[src/rtl/alm_irq_pkg.sv]
package alm_irq_pkg;
    localparam int NUM_FIELDS = 6;
    localparam int FIELD_W    = 8;

    typedef struct packed {
        logic flag;
        logic pulse;
    } irq_state_t;
endpackage

[src/rtl/alm_field_cmp.sv]
module alm_field_cmp #(
    parameter int W = 8
) (
    input  logic [W-1:0] tval_i,
    input  logic [W-1:0] aval_i,
    output logic         en_o,
    output logic         hit_o
);
    logic [W-1:0] want;

    always_comb begin
        en_o  = aval_i[W-1];
        want  = {1'b0, aval_i[W-2:0]};
        hit_o = en_o && (tval_i == want);
    end
endmodule

[src/rtl/alm_match_eval.sv]
module alm_match_eval #(
    parameter int N = alm_irq_pkg::NUM_FIELDS,
    parameter int W = alm_irq_pkg::FIELD_W
) (
    input  logic [N*W-1:0] time_i,
    input  logic [N*W-1:0] alarm_i,
    input  logic           tick_i,
    input  logic           allow_i,
    output logic           evt_o
);
    logic [N-1:0] en_v;
    logic [N-1:0] hit_v;

    for (genvar k = 0; k < N; k++) begin : g_field
        alm_field_cmp #(.W(W)) u_cmp (
            .tval_i (time_i[k*W +: W]),
            .aval_i (alarm_i[k*W +: W]),
            .en_o   (en_v[k]),
            .hit_o  (hit_v[k])
        );
    end

    logic any_en;
    logic all_ok;

    always_comb begin
        any_en = |en_v;
        all_ok = &(hit_v | ~en_v);
        evt_o  = tick_i && allow_i && any_en && all_ok;
    end
endmodule

[src/rtl/alm_irq_ctrl.sv]
module alm_irq_ctrl
    import alm_irq_pkg::*;
(
    input  logic clk,
    input  logic rst_n,
    input  logic evt_i,
    input  logic int_mode_i,
    input  logic auto_clr_i,
    input  logic rd_i,
    input  logic wr_i,
    input  logic wr_val_i,
    input  logic slow_tick_i,
    output logic flag_o,
    output logic irq_n_o
);
    irq_state_t s_d, s_q;
    logic       clr_req;

    always_comb begin
        s_d     = s_q;
        clr_req = (wr_i && !wr_val_i) || (rd_i && auto_clr_i);
        if (clr_req)
            s_d.flag = 1'b0;
        if (evt_i)
            s_d.flag = 1'b1;
        if (s_q.pulse && slow_tick_i)
            s_d.pulse = 1'b0;
        if (evt_i && int_mode_i)
            s_d.pulse = 1'b1;
    end

    always_ff @(posedge clk or negedge rst_n) begin
        if (!rst_n)
            s_q <= '0;
        else
            s_q <= s_d;
    end

    assign flag_o  = s_q.flag;
    assign irq_n_o = int_mode_i ? !s_q.pulse : !s_q.flag;


    flag_set_chk: assert property (@(posedge clk) disable iff (!rst_n)
        evt_i |=> s_q.flag);


    flag_rise_src_chk: assert property (@(posedge clk) disable iff (!rst_n)
        $rose(s_q.flag) |-> $past(evt_i));


    flag_hold_chk: assert property (@(posedge clk) disable iff (!rst_n)
        (s_q.flag && !clr_req) |=> s_q.flag);


    pulse_end_chk: assert property (@(posedge clk) disable iff (!rst_n)
        (s_q.pulse && slow_tick_i && !evt_i) |=> !s_q.pulse);


    pulse_src_chk: assert property (@(posedge clk) disable iff (!rst_n)
        $rose(s_q.pulse) |-> $past(evt_i && int_mode_i));
endmodule

[src/rtl/alm_irq_top.sv]
module alm_irq_top #(
    parameter int N = alm_irq_pkg::NUM_FIELDS,
    parameter int W = alm_irq_pkg::FIELD_W
) (
    input  logic           clk,
    input  logic           rst_n,
    input  logic           tick_upd,
    input  logic [N*W-1:0] time_bus,
    input  logic [N*W-1:0] alarm_bus,
    input  logic           alm_en,
    input  logic           int_mode,
    input  logic           fout_en,
    input  logic           auto_clr,
    input  logic           stat_rd,
    input  logic           stat_wr,
    input  logic           stat_wr_val,
    input  logic           slow_tick,
    output logic           alm_flag,
    output logic           irq_n
);
    logic allow;
    logic evt;

    assign allow = alm_en && !fout_en;

    alm_match_eval #(.N(N), .W(W)) u_eval (
        .time_i  (time_bus),
        .alarm_i (alarm_bus),
        .tick_i  (tick_upd),
        .allow_i (allow),
        .evt_o   (evt)
    );

    alm_irq_ctrl u_ctrl (
        .clk         (clk),
        .rst_n       (rst_n),
        .evt_i       (evt),
        .int_mode_i  (int_mode),
        .auto_clr_i  (auto_clr),
        .rd_i        (stat_rd),
        .wr_i        (stat_wr),
        .wr_val_i    (stat_wr_val),
        .slow_tick_i (slow_tick),
        .flag_o      (alm_flag),
        .irq_n_o     (irq_n)
    );


    blocked_chk: assert property (@(posedge clk) disable iff (!rst_n)
        (!alm_en || fout_en) |-> !evt);
endmodule

[config.mk]
export PLATFORM = sky130hd
export DESIGN_NAME = alm_irq_top
export DESIGN_NICKNAME = d
export VERILOG_FILES = /design/src/rtl/alm_irq_pkg.sv /design/src/rtl/alm_field_cmp.sv /design/src/rtl/alm_match_eval.sv /design/src/rtl/alm_irq_ctrl.sv /design/src/rtl/alm_irq_top.sv
export SDC_FILE = /design/constraint.sdc
export NUM_CORES = 1
export LEC_CHECK = 0
export BUFFER_PORTS_ARGS = -buffer_cell sky130_fd_sc_hd__clkbuf_2
export CORE_ASPECT_RATIO = 1.2
export CORE_MARGIN = 3
export CORE_UTILIZATION = 27
export DETAILED_ROUTE_END_ITERATION = 6
export PLACE_DENSITY = 0.82
export SYNTH_ARGS = -nofsm -noshare
export SYNTH_HDL_FRONTEND = slang
export SYNTH_SLANG_ARGS = --single-unit
export TNS_END_PERCENT = 50
[constraint.sdc]
create_clock -name clk -period 0.8 [get_ports clk]
set_input_delay 0.16 -clock clk [delete_from_list [all_inputs] [get_ports clk]]
set_output_delay 0.16 -clock clk [all_outputs]
set_load 0.1 [all_outputs]
==> flow_metrics.env <==
export IMPL_status="finished with violations"
export IMPL_violations="negative setup slack"
export IMPL_antenna_left=0
export IMPL_start_util_pct=29.20
export IMPL_dr_total_vias=970
export IMPL_vias_per_cell=4.389
export IMPL_hold_viol=0
export IMPL_dpl_instance_area_um2=1257
export IMPL_gp_congestion=0.7567
export IMPL_combPwrFrac_pct=59.3
export IMPL_clkSinkCount=2
export IMPL_finalSetupViolations=4
export IMPL_seqCellArea_um2=53.80
export IMPL_leakage_nw=0.6826
export IMPL_max_cap_viol_count=0
export IMPL_path_class="in2reg"
export IMPL_clkSlewWorstSetupHoldPaths_ns=0.03
export IMPL_tightestPinTransition_ns=0.2091
export IMPL_relSlewSlack_pct=85.93
export IMPL_cts_buffer_depth=2
export IMPL_clock_latency_ns=0.23
export IMPL_wl_per_cell_um=10.08
export IMPL_crit_fanout=2
export IMPL_slowest_stage="or4_1"
export IMPL_path_cells="clkbuf_2 > xor2_1 > or4_1 > o21ai_2 > nand4_1 > o32ai_2"
export IMPL_die_x_um=49.68
export IMPL_grt_setup_unrepaired="true"
export IMPL_netlist_cell_type_count=17
export IMPL_tritoncts="done"
export IMPL_fmax_mhz=766.2
export IMPL_synth_seq_area_share_pct=8.097
export IMPL_grt_start_max_net_pins=3
export IMPL_cpPeakStageDelay_ns=0.51
export IMPL_grt_overflow=0
export IMPL_antenna_cells=0
export IMPL_numCtsBuffers=3
export IMPL_finalCoreUtilization_pct=61.64
export IMPL_synth_ff_latch_count=2
export IMPL_dieArea_um2=2902
export IMPL_multi_input_area_um2=580.6
export IMPL_setup_tns_final_ns=-1.662
export IMPL_layout_common_cells="106 x clkbuf_2, 24 x xnor2_1, 18 x xor2_1"
export IMPL_power_internal_mw=0.6203
export IMPL_core_um2=2117
export IMPL_hold_ws_ns=0.1362
export IMPL_area_growth_pct=111.1
export IMPL_worstPathArrival_ns=1.43
export IMPL_dp_hpwl_mm=2.179
export IMPL_power_switching_mw=0.2511
export IMPL_remaining_drc_errors=0
export IMPL_synth_cells=76
export IMPL_clockRootBuffer="clkbuf_4"
export IMPL_port_buffers=108
export IMPL_num_io_pins=109
export IMPL_syn_num_nets=183
export IMPL_final_nets=299
export IMPL_pwr_share_seq_pct=11.8
export IMPL_slew_viol_final=0
export IMPL_die_h_um=58.41
export IMPL_fin_crit_sh_pct=163.1
export IMPL_finalCriticalPeriod_ns=1.305
export IMPL_final_common_cell="clkbuf_2"
export IMPL_syn_cell_area_um2=618.1
export IMPL_dr_pass1_iters=4
export IMPL_cp_start_kind="input pin"
export IMPL_grt_total_usage_pct=14.89
export IMPL_timing_final_ws_setup_ns=-0.5051
export IMPL_h_tree_depth=1
export IMPL_peakVddDrop_mv=0.3103
export IMPL_routed_wl_mm=2.227
export IMPL_design_area_um2=1305
export IMPL_fill_cells=215
export IMPL_p_per_area_nw_per_um2=667.8
export IMPL_swShare_pct=28.81
export IMPL_rows=18
export IMPL_syn_area_per_cell_um2=8.133
export IMPL_antenna_found_initial=0
export IMPL_grt_pass1_vias=985
export IMPL_grt_pass1_wl_mm=3.422
export IMPL_drive_gt1_share_pct=61.78
export IMPL_worst_setup_path_end_kind="register"
export IMPL_clkPwrFrac_pct=28.9
export IMPL_hp_class="in2reg"
export IMPL_crit_required_ns=0.93
export IMPL_first_iter_violations=4
export IMPL_yosysWarnings=0
export IMPL_fin_skew_ns=0
-- final timing paths --
kind / slack [ns] / start / cells after the start / end
hold / removal: 0.14 / slow_tick / 2 / u_ctrl.s_q[0]
setup reg to reg: -0.04 / u_ctrl.flag_o / 3 / u_ctrl.flag_o
hold reg to reg: 0.59 / u_ctrl.s_q[0] / 2 / u_ctrl.s_q[0]
setup / recovery: -0.51 / alarm_bus[30] / 6 / u_ctrl.s_q[0]
min in group asynchronous: 0.27 / rst_n / 2 / u_ctrl.flag_o
max in group asynchronous: 0.42 / rst_n / 2 / u_ctrl.flag_o
-- synth_stat cells --
| cell | count | area share (%) |
|---|---|---|
| xor2_1 | 18 | 26 |
| o21ai_0 | 3 | 2.4 |
| a21oi_1 | 1 | 0.81 |
| mux2i_1 | 1 | 1.6 |
| nand3b_1 | 1 | 1.2 |
| nor4_1 | 1 | 1.0 |
| nand3_1 | 2 | 1.6 |
| xnor2_1 | 24 | 34 |
| nand2b_1 | 1 | 1.0 |
| nor2_1 | 1 | 0.61 |
| dfrtp_1 | 2 | 8.1 |
| nand4_1 | 7 | 7.1 |
| inv_1 | 2 | 1.2 |
| or4_1 | 6 | 7.3 |
| o32ai_2 | 1 | 2.6 |
| nand2_1 | 1 | 0.61 |
| o21ai_1 | 4 | 3.2 |
-- power groups by stage --
stage	Clock [mW]	Combinational (mW)	Sequential [mW]
CTS	0.260	0.523	0.103
global route	0.275	0.577	0.103
global placement	0	0.506	0.104
floorplan	0	0.196	0.106
finish	0.251	0.517	0.103
detailed placement	0	0.515	0.104
-- critical path: cells and delay by family --
family	cells	cell delay [ns]
AO/OA/AOI/OAI	2	0.39
AND/OR/NAND/NOR	2	0.65
buffers and inverters	1	0.09
XOR/XNOR	1	0.14
-- repair_timing --
item                                    4_1_cts  5_1_grt
pin swaps                                     1        1
endpoints found under the setup margin        4        4
gates resized for setup                       2        2
cloned                                        0        0
hold endpoints to repair                      2        0
hold buffers                                  1        0
setup buffers                                 0        0
-- cell type report --
class	count	area share, %
multi-input combinational	72	44.49
timing repair buffer	111	45.93
sequential	2	4.123
tap	30	2.876
clock buffer	4	2.013
inverter	2	0.5753
-- flip-flops by register name, summed over array words and instances, names as in the netlist --
signal / count
u_ctrl.flag_o: 1
u_ctrl.s_q: 1
-- kinds of logic after synthesis --
group / count (synthesis) / synth area share, %
XOR/XNOR: 42 / 59.51
AND/OR/NAND/NOR: 20 / 20.45
AO/OA/AOI/OAI: 9 / 9.109
flip-flops: 2 / 8.097
buffers and inverters: 2 / 1.215
multiplexers: 1 / 1.619
-- stage by stage --
stage	instances	power (mW)	worst slack [ns]
after detailed placement	216	0.6188	-0.7390
after global placement	216	0.6103	-0.7437
final	221	0.8714	-0.5051
after global routing	221	0.9542	-0.5792
after floorplan	76	0.3022	-0.6460
after CTS	221	0.8854	-0.5144
-- routing by layer --
metal / global-route usage [%] / wire, um / vias up
met5: 0 / 0 / -
li1: - / - / 498
met4: 6.719 / 23 / 0
met1: 12.94 / 624 / 421
met3: 2.278 / 190 / 4
met2: 32.14 / 1389 / 47
Power figures use the tool's default switching activity.
